$ cat src/rtl/pollPkg.sv
package pollPkg;

  typedef enum logic [2:0] {
    FN_ALWAYS = 3'd0,
    FN_LT     = 3'd1,
    FN_LE     = 3'd2,
    FN_EQ     = 3'd3,
    FN_NE     = 3'd4,
    FN_GE     = 3'd5,
    FN_GT     = 3'd6,
    FN_NEVER  = 3'd7
  } pollFuncE;

  typedef enum logic [2:0] {
    ST_IDLE,
    ST_WRITE,
    ST_ISSUE,
    ST_RESP,
    ST_WAIT
  } pollStateE;

  typedef struct packed {
    logic loadCmd;
    logic decRetry;
    logic loadWait;
    logic decWait;
  } pollStrobeT;

endpackage

$ cat src/rtl/pollPath.sv
module pollPath
  import pollPkg::*;
#(
  parameter int ADDR_W    = 16,
  parameter int DATA_W    = 32,
  parameter int RETRY_LSB = 16,
  parameter int RETRY_W   = 12,
  parameter int INTV_W    = 16
) (
  input  logic              clk,
  input  logic              rstN,
  input  pollStrobeT        stb,
  input  logic [2:0]        cmdFunc,
  input  logic [ADDR_W-1:0] cmdPollAddr,
  input  logic [ADDR_W-1:0] cmdReqAddr,
  input  logic [DATA_W-1:0] cmdRef,
  input  logic [DATA_W-1:0] cmdMask,
  input  logic [DATA_W-1:0] cmdRetryIntv,
  input  logic [DATA_W-1:0] rdData,
  output logic [ADDR_W-1:0] pollAddr,
  output logic [ADDR_W-1:0] reqAddr,
  output logic [DATA_W-1:0] refVal,
  output logic              pass,
  output logic              retryZero,
  output logic              intvZero,
  output logic              waitOne
);

  pollFuncE            funcQ;
  logic [DATA_W-1:0]   maskQ;
  logic [RETRY_W-1:0]  retryQ;
  logic [INTV_W-1:0]   intvQ;
  logic [INTV_W-1:0]   waitQ;
  logic [DATA_W-1:0]   masked;

  always_ff @(posedge clk) begin
    if (!rstN) begin
      funcQ    <= FN_ALWAYS;
      pollAddr <= '0;
      reqAddr  <= '0;
      refVal   <= '0;
      maskQ    <= '0;
      retryQ   <= '0;
      intvQ    <= '0;
      waitQ    <= '0;
    end else begin
      if (stb.loadCmd) begin
        funcQ    <= pollFuncE'(cmdFunc);
        pollAddr <= cmdPollAddr;
        reqAddr  <= cmdReqAddr;
        refVal   <= cmdRef;
        maskQ    <= cmdMask;
        retryQ   <= cmdRetryIntv[RETRY_LSB +: RETRY_W];
        intvQ    <= cmdRetryIntv[INTV_W-1:0];
      end else if (stb.decRetry) begin
        retryQ <= retryQ - 1'b1;
      end
      if (stb.loadWait) begin
        waitQ <= intvQ;
      end else if (stb.decWait) begin
        waitQ <= waitQ - 1'b1;
      end
    end
  end

  assign masked = rdData & maskQ;

  always_comb begin
    unique case (funcQ)
      FN_ALWAYS: pass = 1'b1;
      FN_LT:     pass = masked <  refVal;
      FN_LE:     pass = masked <= refVal;
      FN_EQ:     pass = masked == refVal;
      FN_NE:     pass = masked != refVal;
      FN_GE:     pass = masked >= refVal;
      FN_GT:     pass = masked >  refVal;
      default:   pass = 1'b0;
    endcase
  end

  assign retryZero = (retryQ == '0);
  assign intvZero  = (intvQ == '0);
  assign waitOne   = (waitQ <= 1);


  retry_no_underflow_chk: assert property (@(posedge clk) disable iff (!rstN)
    stb.decRetry |-> (retryQ != '0));


  wait_no_underflow_chk: assert property (@(posedge clk) disable iff (!rstN)
    stb.decWait |-> (waitQ > 1));


  wait_load_nonzero_chk: assert property (@(posedge clk) disable iff (!rstN)
    stb.loadWait |-> (intvQ != '0));

endmodule

$ cat src/rtl/pollCtrl.sv
module pollCtrl
  import pollPkg::*;
(
  input  logic       clk,
  input  logic       rstN,
  input  logic       cmdValid,
  input  logic       cmdOpSel,
  input  logic       rdValid,
  input  logic       pass,
  input  logic       retryZero,
  input  logic       intvZero,
  input  logic       waitOne,
  output logic       cmdReady,
  output logic       rdReq,
  output logic       wrEn,
  output logic       done,
  output logic       timeout,
  output pollStrobeT stb
);

  pollStateE state, nextState;
  logic      doneD, toD;

  always_comb begin
    stb       = '0;
    nextState = state;
    doneD     = 1'b0;
    toD       = 1'b0;
    unique case (state)
      ST_IDLE: begin
        if (cmdValid) begin
          stb.loadCmd = 1'b1;
          nextState   = cmdOpSel ? ST_WRITE : ST_ISSUE;
        end
      end
      ST_WRITE: nextState = ST_ISSUE;
      ST_ISSUE: nextState = ST_RESP;
      ST_RESP: begin
        if (rdValid) begin
          if (pass) begin
            doneD     = 1'b1;
            nextState = ST_IDLE;
          end else if (retryZero) begin
            toD       = 1'b1;
            nextState = ST_IDLE;
          end else begin
            stb.decRetry = 1'b1;
            if (intvZero) begin
              nextState = ST_ISSUE;
            end else begin
              stb.loadWait = 1'b1;
              nextState    = ST_WAIT;
            end
          end
        end
      end
      ST_WAIT: begin
        if (waitOne) nextState = ST_ISSUE;
        else         stb.decWait = 1'b1;
      end
      default: nextState = ST_IDLE;
    endcase
  end

  always_ff @(posedge clk) begin
    if (!rstN) begin
      state   <= ST_IDLE;
      done    <= 1'b0;
      timeout <= 1'b0;
    end else begin
      state   <= nextState;
      done    <= doneD;
      timeout <= toD;
    end
  end

  assign cmdReady = (state == ST_IDLE);
  assign rdReq    = (state == ST_ISSUE);
  assign wrEn     = (state == ST_WRITE);


  done_timeout_excl_chk: assert property (@(posedge clk) disable iff (!rstN)
    !(done && timeout));


  done_single_chk: assert property (@(posedge clk) disable iff (!rstN)
    done |=> !done);


  timeout_single_chk: assert property (@(posedge clk) disable iff (!rstN)
    timeout |=> !timeout);


  result_when_idle_chk: assert property (@(posedge clk) disable iff (!rstN)
    (done || timeout) |-> cmdReady);


  write_then_read_chk: assert property (@(posedge clk) disable iff (!rstN)
    wrEn |=> rdReq);


  read_single_chk: assert property (@(posedge clk) disable iff (!rstN)
    rdReq |=> !rdReq);


  busy_not_ready_chk: assert property (@(posedge clk) disable iff (!rstN)
    (rdReq || wrEn) |-> !cmdReady);

endmodule

$ cat src/rtl/regPollUnit.sv
module regPollUnit
  import pollPkg::*;
#(
  parameter int ADDR_W    = 16,
  parameter int DATA_W    = 32,
  parameter int RETRY_LSB = 16,
  parameter int RETRY_W   = 12,
  parameter int INTV_W    = 16
) (
  input  logic              clk,
  input  logic              rstN,
  input  logic              cmdValid,
  output logic              cmdReady,
  input  logic [2:0]        cmdFunc,
  input  logic              cmdOpSel,
  input  logic [ADDR_W-1:0] cmdPollAddr,
  input  logic [ADDR_W-1:0] cmdReqAddr,
  input  logic [DATA_W-1:0] cmdRef,
  input  logic [DATA_W-1:0] cmdMask,
  input  logic [DATA_W-1:0] cmdRetryIntv,
  output logic              rdReq,
  output logic [ADDR_W-1:0] rdAddr,
  input  logic              rdValid,
  input  logic [DATA_W-1:0] rdData,
  output logic              wrEn,
  output logic [ADDR_W-1:0] wrAddr,
  output logic [DATA_W-1:0] wrData,
  output logic              done,
  output logic              timeout
);

  localparam int RETRY_MSB = RETRY_LSB + RETRY_W - 1;

  initial begin
    if (RETRY_MSB >= DATA_W || INTV_W > RETRY_LSB)
      $error("regPollUnit: retry/interval fields do not fit the dword");
  end

  pollStrobeT stb;
  logic       pass, retryZero, intvZero, waitOne;

  pollCtrl u_ctrl (
    .clk       (clk),
    .rstN      (rstN),
    .cmdValid  (cmdValid),
    .cmdOpSel  (cmdOpSel),
    .rdValid   (rdValid),
    .pass      (pass),
    .retryZero (retryZero),
    .intvZero  (intvZero),
    .waitOne   (waitOne),
    .cmdReady  (cmdReady),
    .rdReq     (rdReq),
    .wrEn      (wrEn),
    .done      (done),
    .timeout   (timeout),
    .stb       (stb)
  );

  pollPath #(
    .ADDR_W    (ADDR_W),
    .DATA_W    (DATA_W),
    .RETRY_LSB (RETRY_LSB),
    .RETRY_W   (RETRY_W),
    .INTV_W    (INTV_W)
  ) u_path (
    .clk          (clk),
    .rstN         (rstN),
    .stb          (stb),
    .cmdFunc      (cmdFunc),
    .cmdPollAddr  (cmdPollAddr),
    .cmdReqAddr   (cmdReqAddr),
    .cmdRef       (cmdRef),
    .cmdMask      (cmdMask),
    .cmdRetryIntv (cmdRetryIntv),
    .rdData       (rdData),
    .pollAddr     (rdAddr),
    .reqAddr      (wrAddr),
    .refVal       (wrData),
    .pass         (pass),
    .retryZero    (retryZero),
    .intvZero     (intvZero),
    .waitOne      (waitOne)
  );

endmodule

$ cat config.mk
export PLATFORM = sky130hd
export DESIGN_NAME = regPollUnit
export DESIGN_NICKNAME = d
export VERILOG_FILES = /design/src/rtl/pollPkg.sv /design/src/rtl/pollPath.sv /design/src/rtl/pollCtrl.sv /design/src/rtl/regPollUnit.sv
export SDC_FILE = /design/constraint.sdc
export NUM_CORES = 1
export LEC_CHECK = 0
export ABC_AREA = 1
export BUFFER_PORTS_ARGS = -buffer_cell sky130_fd_sc_hd__buf_4
export CAP_MARGIN = 20
export CORE_AREA = 2 2 124 126
export DETAILED_ROUTE_END_ITERATION = 8
export DIE_AREA = 0 0 126 128
export PLACE_DENSITY = 0.77
export SLEW_MARGIN = 10
export SYNTH_ARGS = -nofsm -noshare
export SYNTH_HDL_FRONTEND = slang
export SYNTH_HIERARCHICAL = 1
export SYNTH_SLANG_ARGS = --single-unit
$ cat constraint.sdc
create_clock -name clk -period 4.65 [get_ports clk]
set_input_delay 0.2325 -clock clk [delete_from_list [all_inputs] [get_ports clk]]
set_output_delay 0.2325 -clock clk [all_outputs]
set_load 0.01 [all_outputs]
==> run_results.csv, run 1 <==
group,metric,value,unit
clock_tree,cts.sinks,148,
synth,synth.avg_cell_area,6.95,um2
setup_path,rr_startpoint,"u_path/refVal[23]",
timing,fin_crit_sh,76.5,%
power,comb_power_share,23.8,%
synth,syn_nets,1222,
synth,yosysSeqAreaShare,41.9,%
route,antenna_left,0,
flow_run,cap_violations,0,
die,coreArea,0.0149,mm2
outcome,status,"complete, no violations",
setup_path,crit_path_start_kind,"register",
setup_path,cp-end-kind,"register",
timing,rsz0062_at_grt,"false",
setup_path,slowest_stage,"dfxtp_1",
setup_path,cp.required,4960,ps
timing,final-setup-viol-count,0,
setup_path,cpMostUsedCell,"nand2_1",
clock_tree,cts_htree_levels,4,
setup_path,critPathLaunch,"u_path/refVal[23]",
cells_and_area,fillers,1389,
timing,finalMaxSlewViolations,0,
global_route,gr-total-overflow,0,
die,dieWidth,126,um
placed_design,routabilityCongestion,0.887,
clock_tree,numCtsBuffers,17,
placed_design,dpl_cell_area,0.00892,mm2
clock_tree,post_cts_resized,0,
power,p_total,0.00383,W
setup_path,worstPathArrival,3870,ps
timing,worst_clock_skew,7.73,ps
timing,max_clock_freq,281,MHz
timing,min_period,3560,ps
cells_and_area,finish.instance_area,0.00953,mm2
synth,ys_types,37,
timing,slew_headroom,37.7,%
power,clkPwrFrac,36.5,%
timing,setup_ws,1090,ps
die,row_count,45,
cells_and_area,n_antenna_cell,0,
cells_and_area,fin_nets,1432,
cells_and_area,utilization,64.1,%
global_route,first_global_vias,6570,
clock_tree,cts-root-buf,"clkbuf_16",
placed_design,dp_hpwl,13400,um
route,drtIter0Drc,471,
synth,synth_top_area_share,41.9,%
die,die_y,128,um
route,drc,0,
synth,synth_edf_count,0,
route,via_count,7103,
power,switching_share,29.9,%
power,ir_drop,0.274,mV
clock_tree,path_clk_slew,60,ps
hold_path,min_from,"cmdReqAddr[4]",
clock_tree,clk_path_buf_depth,2,
placed_design,io_buffers,232,
die,die-area,0.0161,mm2
route,drt-total-wl,18900,um
global_route,grt_usage,23.1,%
synth,ys_ff_latch,148,
global_route,antenna_found_initial,0,
route,wl_per_cell,13.2,um
hold_path,min_path_type,"input pin to register",
clock_tree,postCtsHoldBufs,0,
timing,finalHoldViolCount,0,
setup_path,critPathMaxFanout,19,
power,seqPwrFrac,39.7,%
setup_path,critPathKind,"register to register",
cells_and_area,drive_gt1_share,23.3,%
clock_tree,clkLatencyLatePin,410,ps
synth,syn_inst,1019,
synth,ys.flop_type,"dfxtp_1",
synth,synth_area_leaders,"dfxtp_1, nor2_1, o21ai_0, nand2_1, inv_1",
synth,yosys.area.top_type,"dfxtp_1",
power,power.internal,0.00268,W
die,io_pins,237,
die,initial_core_util,47.6,%
synth,synth-async-reset-ratio,0,%
clock_tree,cts_setup_buffers,0,
power,leakage,4.82,nW
setup_path,crit_chain,"inv_1 -> ha_1 -> nand2_1 -> nor2_1 -> nand2_1 -> nor2_1 -> nand3_1 -> nand2_1 -> a21boi_1 -> nand2_1 -> inv_1 -> nand2_1 -> nor2_1 -> inv_1 -> nor4_2 -> buf_4 -> inv_1 -> nand2_1 -> inv_1 -> nand4_1 -> nand3_1 -> nand2_1 -> inv_1",
setup_path,max_stage_delay,330,ps
placed_design,dp_slack,1130,ps
timing,fin_tns_setup,0,ps
timing,tightestPinTransition,935,ps
power,cellPowerDensity,402,mW/mm2
power,power.net_switching,0.00114,W
cells_and_area,synthToLayoutAreaGrowth,34.6,%
global_route,grt_first_pass_wirelength,30700,um
route,vias_per_cell,4.97,
synth,ys_warn_count,6,
synth,syn_area,0.00708,mm2
clock_tree,cts_tree,"done",
route,first_pass_iters,5,
global_route,grt_max_degree,100,
[synthesized netlist by cell type (2+ instances only)]
library cell	count
nor2_2	6
nor3_1	8
o211ai_1	2
o21ai_0	128
inv_2	3
nand2_1	163
nor4_1	6
xor2_1	7
inv_1	128
a22oi_1	3
nand3_1	27
dfxtp_1	148
ha_1	35
a21oi_1	58
o311ai_0	3
nor2_4	2
nand4_1	6
clkbuf_1	35
nand2_2	2
buf_2	10
a31oi_1	16
o21a_1	2
nor2_1	207
[final cells by class]
type / count / area [um2] / area share (%)
clock inverter: 12 / 156 / 1.64
clock buffer: 20 / 447 / 4.69
timing repair buffer: 237 / 1780 / 18.7
tap: 188 / 235 / 2.47
sequential: 148 / 2960 / 31.1
multi-input combinational: 692 / 3430 / 36.0
inverter: 133 / 515 / 5.41
[worst max-delay path, delay by kind of cell (launching register included)]
kind            cells  cell delay, ps
fa+ha+maj           1             290
buf+inv             7             910
simple gates       14            1760
compound gates      1             160
flops               1             330
[stage by stage]
stage,hold WS [ps],std cells
finish,40.1,1430
global route,23.7,1430
global placement,452,1398
detailed placement,460,1398
floorplan,364,1019
CTS,20.6,1430
[per-layer routing]
layer  vias to the layer above  part of all wire [%]  track usage [%]  routed length (um)
met4                         0                   1.1             5.82                 212
met3                        13                   6.9             7.39                1310
li1                       3677                     -                -                   -
met1                      3219                    44             29.2                8290
met5                         -                     0                0                   0
met2                       194                    48             38.5                9120
[kinds of logic (layout without fill, tap and decap cells)]
group                      Yosys count  in the layout  synth area share, %
DFF                                148            148                 41.9
and+or+nand+nor                    433            433                 25.0
AOI/OAI and AO/OA                  216            216                 16.1
xor gates and xnor gates             8              8                0.990
adders and majority gates           35             35                 6.19
buffers and inverters              179            402                 9.86
[layout by cell type, fill, tap and decap left out, types with 7 or more instances in the layout]
| cell | netlist | routed |
|---|---|---|
| buf_4 | 0 | 237 |
| a21oi_1 | 58 | 58 |
| xor2_1 | 7 | 7 |
| inv_1 | 128 | 127 |
| ha_1 | 35 | 35 |
| nor3_1 | 8 | 8 |
| nor2_1 | 207 | 206 |
| dfxtp_1 | 148 | 148 |
| nand3_1 | 27 | 27 |
| o21ai_0 | 128 | 128 |
| nand2_1 | 163 | 163 |
| clkbuf_16 | 0 | 17 |
| a31oi_1 | 16 | 16 |
[power by group through the flow]
| stage | Combinational (W) | Clock [W] | Sequential, W |
|---|---|---|---|
| 3_3_place_gp | 0.000894 | 0 | 0.00154 |
| 5_1_grt | 0.00103 | 0.00148 | 0.00154 |
| 3_5_place_dp | 0.000907 | 0 | 0.00154 |
| 6_report | 0.000911 | 0.00140 | 0.00152 |
| 2_1_floorplan | 0.000511 | 0 | 0.00157 |
| 4_1_cts | 0.000914 | 0.00142 | 0.00152 |
[final timing paths]
kind	to	depth (start not counted)	slack (ps)
setup reg to reg	u_path/waitQ[9]	23	1090
hold reg to reg	u_path/refVal[29]	2	480
setup / recovery	u_path/waitQ[9]	23	1090
hold / removal	u_path/reqAddr[4]	3	40
[sequential cells by signal (all words and copies together) (netlist names), 3 cells and up]
signal,flops
u_path/maskQ,32
u_path/retryQ,12
u_ctrl/state,3
u_path/waitQ,16
u_path/pollAddr,16
u_path/funcQ,3
u_path/refVal,32
u_path/intvQ,16
u_path/reqAddr,16
No activity file was read; power rests on OpenSTA's default activity.
==> run 2, diff against run 1 <==
--- a/config.mk
+++ b/config.mk
@@ -8,10 +8,10 @@
 export ABC_AREA = 1
 export BUFFER_PORTS_ARGS = -buffer_cell sky130_fd_sc_hd__buf_4
 export CAP_MARGIN = 20
-export CORE_AREA = 2 2 124 126
+export CORE_AREA = 2 2 128 130
 export DETAILED_ROUTE_END_ITERATION = 8
-export DIE_AREA = 0 0 126 128
-export PLACE_DENSITY = 0.77
+export DIE_AREA = 0 0 130 132
+export PLACE_DENSITY = 0.75
 export SLEW_MARGIN = 10
 export SYNTH_ARGS = -nofsm -noshare
 export SYNTH_HDL_FRONTEND = slang
==> constraint.sdc (replaced) <==
create_clock -name clk -period 3.2 [get_ports clk]
set_input_delay 0.16 -clock clk [delete_from_list [all_inputs] [get_ports clk]]
set_output_delay 0.16 -clock clk [all_outputs]
set_load 0.01 [all_outputs]
==> run 2 against run 1 <==
Against the previous run:
- die area is 6.4% higher
- sequential cell count stayed put
- combinational power is 60% higher
- final area is 11% higher
- worst hold slack worse by 22 ps
- global-route usage is 1.8 points higher
- setup slack worse by 810 ps
- maximum frequency is 22% higher
- highest routed layer unchanged
- register-to-register slack worse by 810 ps
- count of clock-buffer cells in the layout is 2 lower
- utilization is 3.1 points higher
- non-clock buffer count is 93 higher
==> run_results.csv, run 2 (synthesis results as in run 1) <==
group,metric,value,unit
placed_design,dp_hpwl,13600,um
clock_tree,path_clk_slew,60,ps
global_route,antenna_found_initial,0,
clock_tree,cts.sinks,148,
timing,fin_crit_sh,91.1,%
die,die_y,132,um
route,vias_per_cell,4.91,
timing,fin_tns_setup,0,ps
timing,setup_ws,284,ps
route,drt-total-wl,21100,um
power,ir_drop,0.405,mV
die,initial_core_util,45.0,%
placed_design,dpl_cell_area,0.00902,mm2
route,drc,0,
die,coreArea,0.0157,mm2
clock_tree,clk_path_buf_depth,2,
route,drtIter0Drc,506,
clock_tree,clkLatencyLatePin,420,ps
power,p_total,0.00578,W
power,cellPowerDensity,548,mW/mm2
die,row_count,46,
clock_tree,numCtsBuffers,17,
route,wl_per_cell,13.6,um
clock_tree,cts_htree_levels,4,
timing,slew_headroom,42.0,%
cells_and_area,finish.instance_area,0.0106,mm2
global_route,grt_max_degree,94,
cells_and_area,fillers,1273,
global_route,grt_usage,24.9,%
clock_tree,cts_tree,"done",
setup_path,critPathKind,"register to register",
cells_and_area,final_cell_mix,"buf_4, nor2_1, nand2_1, dfxtp_1, o21ai_0",
power,leakage,5.25,nW
global_route,gr-total-overflow,0,
die,die-area,0.0172,mm2
route,antenna_left,0,
route,first_pass_iters,4,
cells_and_area,drive_gt1_share,23.5,%
timing,worst_clock_skew,5.88,ps
setup_path,cp-end-kind,"register",
timing,finalHoldViolCount,0,
flow_run,cap_violations,0,
setup_path,r2r_slack,280,ps
cells_and_area,reg_top3,"u_path/maskQ x32, u_path/refVal x32",
cells_and_area,final_common_cell,"buf_4",
outcome,status,"complete, no violations",
timing,finalMaxSlewViolations,0,
timing,max_clock_freq,343,MHz
timing,tightestPinTransition,869,ps
cells_and_area,synthToLayoutAreaGrowth,49.1,%
placed_design,dp_slack,9.54,ps
timing,rsz0062_at_grt,"false",
global_route,grt_first_pass_wirelength,34600,um
cells_and_area,n_antenna_cell,0,
timing,min_period,2920,ps
global_route,first_global_vias,7490,
placed_design,io_buffers,232,
hold_path,min_path_type,"input pin to register",
clock_tree,cts-root-buf,"clkbuf_16",
placed_design,dp_cells,1432,
timing,final-setup-viol-count,0,
cells_and_area,fin_nets,1525,
setup_path,crit_path_start_kind,"register",
cells_and_area,stdcell_count,1551,
route,via_count,7611,
setup_path,worstPathArrival,3240,ps
placed_design,routabilityCongestion,0.866,
die,dieWidth,130,um
setup_path,critPathMaxFanout,4,
die,io_pins,237,
setup_path,cp.required,3520,ps
==> run 2: layout make-up <==
class | instances | area, um2 | area share, %
Multi-Input combinational cell | 692 | 3480 | 33.0
Tap cell | 216 | 270 | 2.56
Sequential cell | 148 | 2960 | 28.1
Clock inverter | 14 | 185 | 1.75
Clock buffer | 18 | 439 | 4.16
Inverter | 133 | 519 | 4.92
Timing Repair Buffer | 330 | 2690 | 25.5
==> run 2: worst paths after layout <==
| check | start | to | depth (start not counted) |
|---|---|---|---|
| worst min register to register | u_path/refVal[19] | u_path/refVal[19] | 2 |
| worst max-delay path | u_path/maskQ[31] | u_path/retryQ[4] | 21 |
| worst min-delay path | rdValid | u_ctrl/state[1] | 4 |
| worst max register to register | u_path/maskQ[31] | u_path/retryQ[4] | 21 |
==> run 2: report_power, final <==
group          switching [W]  internal, W
Clock               0.000792      0.00132
Combinational       0.000810     0.000648
Sequential          0.000134      0.00208
Total                0.00174      0.00405
==> run 2: timing repair <==
item / 4_1_cts / 5_1_grt
hold buffers: 81 / 0
pin swaps: 0 / 3
endpoints found under the hold margin: 81 / 0
setup buffers: 0 / 6
gates resized for setup: 2 / 14
setup endpoints to repair: 3 / 28
==> run 2: per-stage QoR <==
step / util (%) / hold slack (ps)
after detailed placement: 57.4 / 387
after global placement: 57.4 / 380
after floorplan: - / 292
final: 67.2 / 18.5
after global routing: 67.2 / 17.0
after CTS: 66.6 / 1.84
==> run 2: per-layer routing <==
metal  vias to the layer above  routed length, um  GRT usage [%]
met5                         -                  0              0
met4                         0                775           11.5
met3                        65               1540           7.18
met2                       284               9850           40.4
met1                      3389               8900           30.2
li1                       3873                  -              -
==> run 2: critical path, cell delays in order, from the launching register on <==
cell	delay, ps
dfxtp_1	310
nand2_1	60
inv_1	40
ha_1	280
nand2_1	70
nor2_1	140
nand2_1	120
nor2_4	160
nand3_2	90
nand2_1	60
a21boi_1	140
nand2_1	70
inv_1	50
nand2_1	100
nor2_2	120
inv_1	110
nor3_4	160
inv_2	90
o311ai_1	360
nand3_1	160
nand2_1	90
inv_1	40
==> run 3, diff against run 2 <==
--- a/config.mk
+++ b/config.mk
@@ -5,12 +5,11 @@
 export SDC_FILE = /design/constraint.sdc
 export NUM_CORES = 1
 export LEC_CHECK = 0
-export ABC_AREA = 1
 export BUFFER_PORTS_ARGS = -buffer_cell sky130_fd_sc_hd__buf_4
 export CAP_MARGIN = 20
-export CORE_AREA = 2 2 128 130
+export CORE_AREA = 2 2 129 131
 export DETAILED_ROUTE_END_ITERATION = 8
-export DIE_AREA = 0 0 130 132
+export DIE_AREA = 0 0 131 133
 export PLACE_DENSITY = 0.75
 export SLEW_MARGIN = 10
 export SYNTH_ARGS = -nofsm -noshare
==> run 3 against run 2 <==
Against the previous run:
- the flow now finishes with violations (negative setup slack)
- wire length shrank 5.4%
- cell count shrank 14%
- count of clock-buffer cells in the layout is the same
- clock skew grew 2.8 ps
- non-clock buffer count grew 39
- utilization grew 3.5 points
- setup slack lost 660 ps
- die area grew 1.5%
- first-iteration DRC count shrank 64%
- critical endpoint is now u_path/retryQ[9]
- largest power group is now the clock network
==> run_results.csv, run 3 <==
group,metric,value,unit
timing,max_clock_freq,280,MHz
global_route,grt_usage,22.8,%
outcome,status,"finished with violations",
synth,syn_nets,960,
cells_and_area,finish.instance_area,0.0114,mm2
clock_tree,cts-root-buf,"clkbuf_16",
power,ir_drop,0.352,mV
timing,setup_ws,-376,ps
flow_run,cap_violations,0,
die,io_pins,237,
timing,worst_clock_skew,8.73,ps
timing,whs,13.8,ps
cells_and_area,multiInputGateArea,0.00438,mm2
clock_tree,cts_tree,"done",
hold_path,min_path_type,"input pin to register",
global_route,top_usage_layer,"met2",
synth,synth-async-reset-ratio,0,%
cells_and_area,drive_gt1_share,36.8,%
clock_tree,clk_path_buf_depth,2,
timing,final-setup-viol-count,30,
route,drc,0,
timing,tightestPinTransition,665,ps
setup_path,critPathKind,"register to register",
global_route,antenna_found_initial,1,
global_route,grtUsageMet2,39.8,%
clock_tree,path_clk_slew,60,ps
clock_tree,numCtsBuffers,17,
cells_and_area,reg_top3,"u_path/maskQ x32, u_path/refVal x32",
cells_and_area,synthToLayoutAreaGrowth,58.3,%
cells_and_area,n_antenna_cell,0,
timing,fin_tns_setup,-7650,ps
power,cellPowerDensity,473,mW/mm2
global_route,first_global_vias,6721,
placed_design,dp_hpwl,13600,um
setup_path,crit_path_start_kind,"register",
timing,slew_headroom,55.5,%
cells_and_area,fillers,1211,
synth,synth_top_area_share,41.1,%
global_route,grt.met1_usage,26.2,%
placed_design,dpl_cell_area,0.00968,mm2
cells_and_area,stdcell_count,1341,
timing,rsz0062_at_grt,"true",
synth,synth_area_leaders,"dfxtp_1, mux2i_1, nor2b_1, ha_1, and2_1",
outcome,violations,"negative setup slack",
placed_design,io_buffers,232,
synth,synth_edf_count,0,
setup_path,cp-end-kind,"register",
global_route,groute.layer.met3.usage,6.11,%
global_route,grt_first_pass_wirelength,31500,um
route,first_pass_iters,4,
global_route,gr-total-overflow,0,
synth,ys_ff_latch,148,
setup_path,max_stage_delay,530,ps
synth,synth.avg_cell_area,9.53,um2
route,via_count,6400,
die,die-area,0.0174,mm2
timing,min_period,3580,ps
route,wl_per_cell,14.9,um
setup_path,slowest_stage,"or4_4",
synth,synthTopCellsByCount,"dfxtp_1, nor2b_1, mux2i_1, and2_1, inv_1",
synth,syn_inst,757,
die,coreArea,0.0162,mm2
synth,synth.most_common_cell,"dfxtp_1",
synth,syn_area,0.00722,mm2
die,dieWidth,131,um
setup_path,crit_chain,"and2_4 -> ha_4 -> nand4_4 -> or4_4 -> or3_4 -> o32ai_4 -> and2_4 -> a211oi_2 -> or3b_4 -> nor2_4 -> buf_6 -> nand3_4 -> nor3_4 -> xnor2_1 -> o21ai_1 -> and2_1",
synth,yosys.area.top_type,"dfxtp_1",
timing,fin_crit_sh,112,%
clock_tree,cts_htree_levels,4,
route,antenna_left,0,
synth,ys_warn_count,6,
synth,ys.flop_type,"dfxtp_1",
clock_tree,cts.sinks,148,
global_route,grt_max_degree,54,
cells_and_area,final_common_cell,"buf_4",
die,row_count,47,
synth,ys_types,49,
placed_design,routabilityCongestion,0.780,
route,drt-total-wl,19900,um
cells_and_area,fin_nets,1311,
timing,finalMaxSlewViolations,0,
placed_design,dp_cells,1229,
route,drtIter0Drc,181,
setup_path,worstPathArrival,3890,ps
cells_and_area,final_cell_mix,"buf_4, dfxtp_1, nor2b_1, mux2i_1, dlygate4sd3_1",
power,leakage,4.91,nW
route,vias_per_cell,4.77,
setup_path,critPathMaxFanout,5,
cells_and_area,regArea,0.00299,mm2
die,initial_core_util,44.6,%
clock_tree,clkLatencyLatePin,410,ps
synth,yosysSeqAreaShare,41.1,%
setup_path,cp.required,3510,ps
timing,finalHoldViolCount,0,
die,die_y,133,um
setup_path,cpMostUsedCell,"and2_4",
[run 3: cell count changes after synthesis, moves of 58 or more]
| cell | before | now |
|---|---|---|
| nor2_1 | 207 | 19 |
| nand2_1 | 163 | 36 |
| nor2b_1 | 0 | 119 |
| mux2i_1 | 0 | 116 |
| o21ai_0 | 128 | 29 |
| inv_1 | 128 | 40 |
| and2_1 | 0 | 58 |
[run 3: final cells by class]
cell class                 instances  area share [%]
multi-input combinational        532            38.3
timing repair buffer             369            26.2
inverter                          40            1.31
clock buffer                      18            3.84
tap                              220            2.41
clock inverter                    14            1.72
sequential                       148            26.1
[run 3: critical path: cells and delay by family, from the launching register on]
kind,cells,cell delay [ps]
AND/OR/NAND/NOR,10,2360
flip-flops,1,330
adder cells (fa/ha/maj),1,270
AO/OA/AOI/OAI,3,220
buffers and inverters,1,150
XOR/XNOR,1,150
[run 3: logic make-up (layout without fill, tap and decap cells)]
| group | after synthesis | in the layout | share of synthesized area, % |
|---|---|---|---|
| compound gates | 67 | 67 | 5.70 |
| xor+xnor | 25 | 25 | 3.03 |
| fa+ha+maj | 35 | 35 | 6.07 |
| buf+inv | 77 | 441 | 4.06 |
| flops | 148 | 148 | 41.1 |
| mux | 116 | 116 | 16.1 |
| simple gates | 289 | 289 | 24.0 |
[run 3: path summary, 6_finish.rpt]
kind                     from               end  depth (start not counted)  slack (ps)
max          u_path/maskQ[31]  u_path/retryQ[9]                         16        -380
min                cmdMask[0]   u_path/maskQ[0]                          3          10
max reg2reg  u_path/maskQ[31]  u_path/retryQ[9]                         16        -380
min reg2reg   u_path/maskQ[3]   u_path/maskQ[3]                          2         510
[run 3: what timing repair did]
action                                 CTS  global route
buffers inserted                         3             4
hold buffers                            73             0
setup endpoints to repair               30            30
gates resized for setup                 30            33
endpoints found under the hold margin   73             0
pin swaps                               24            21
[run 3: metal layers]
layer	vias up	routed length (um)
met5	-	5
met4	2	488
met3	38	1220
met2	177	9940
met1	2928	8270
li1	3255	-
[run 3: where the power goes]
group          switching [W]  internal [W]
Combinational       0.000515      0.000685
Clock               0.000800       0.00134
Sequential         0.0000891       0.00197
[run 3: stage by stage]
stage | setup slack [ps] | power [W] | util (%)
after floorplan | -267 | 0.00265 | -
after global placement | -419 | 0.00311 | 59.9
after detailed placement | -509 | 0.00313 | 59.9
after CTS | -267 | 0.00540 | 69.4
after global routing | -509 | 0.00564 | 70.6
final | -376 | 0.00540 | 70.6
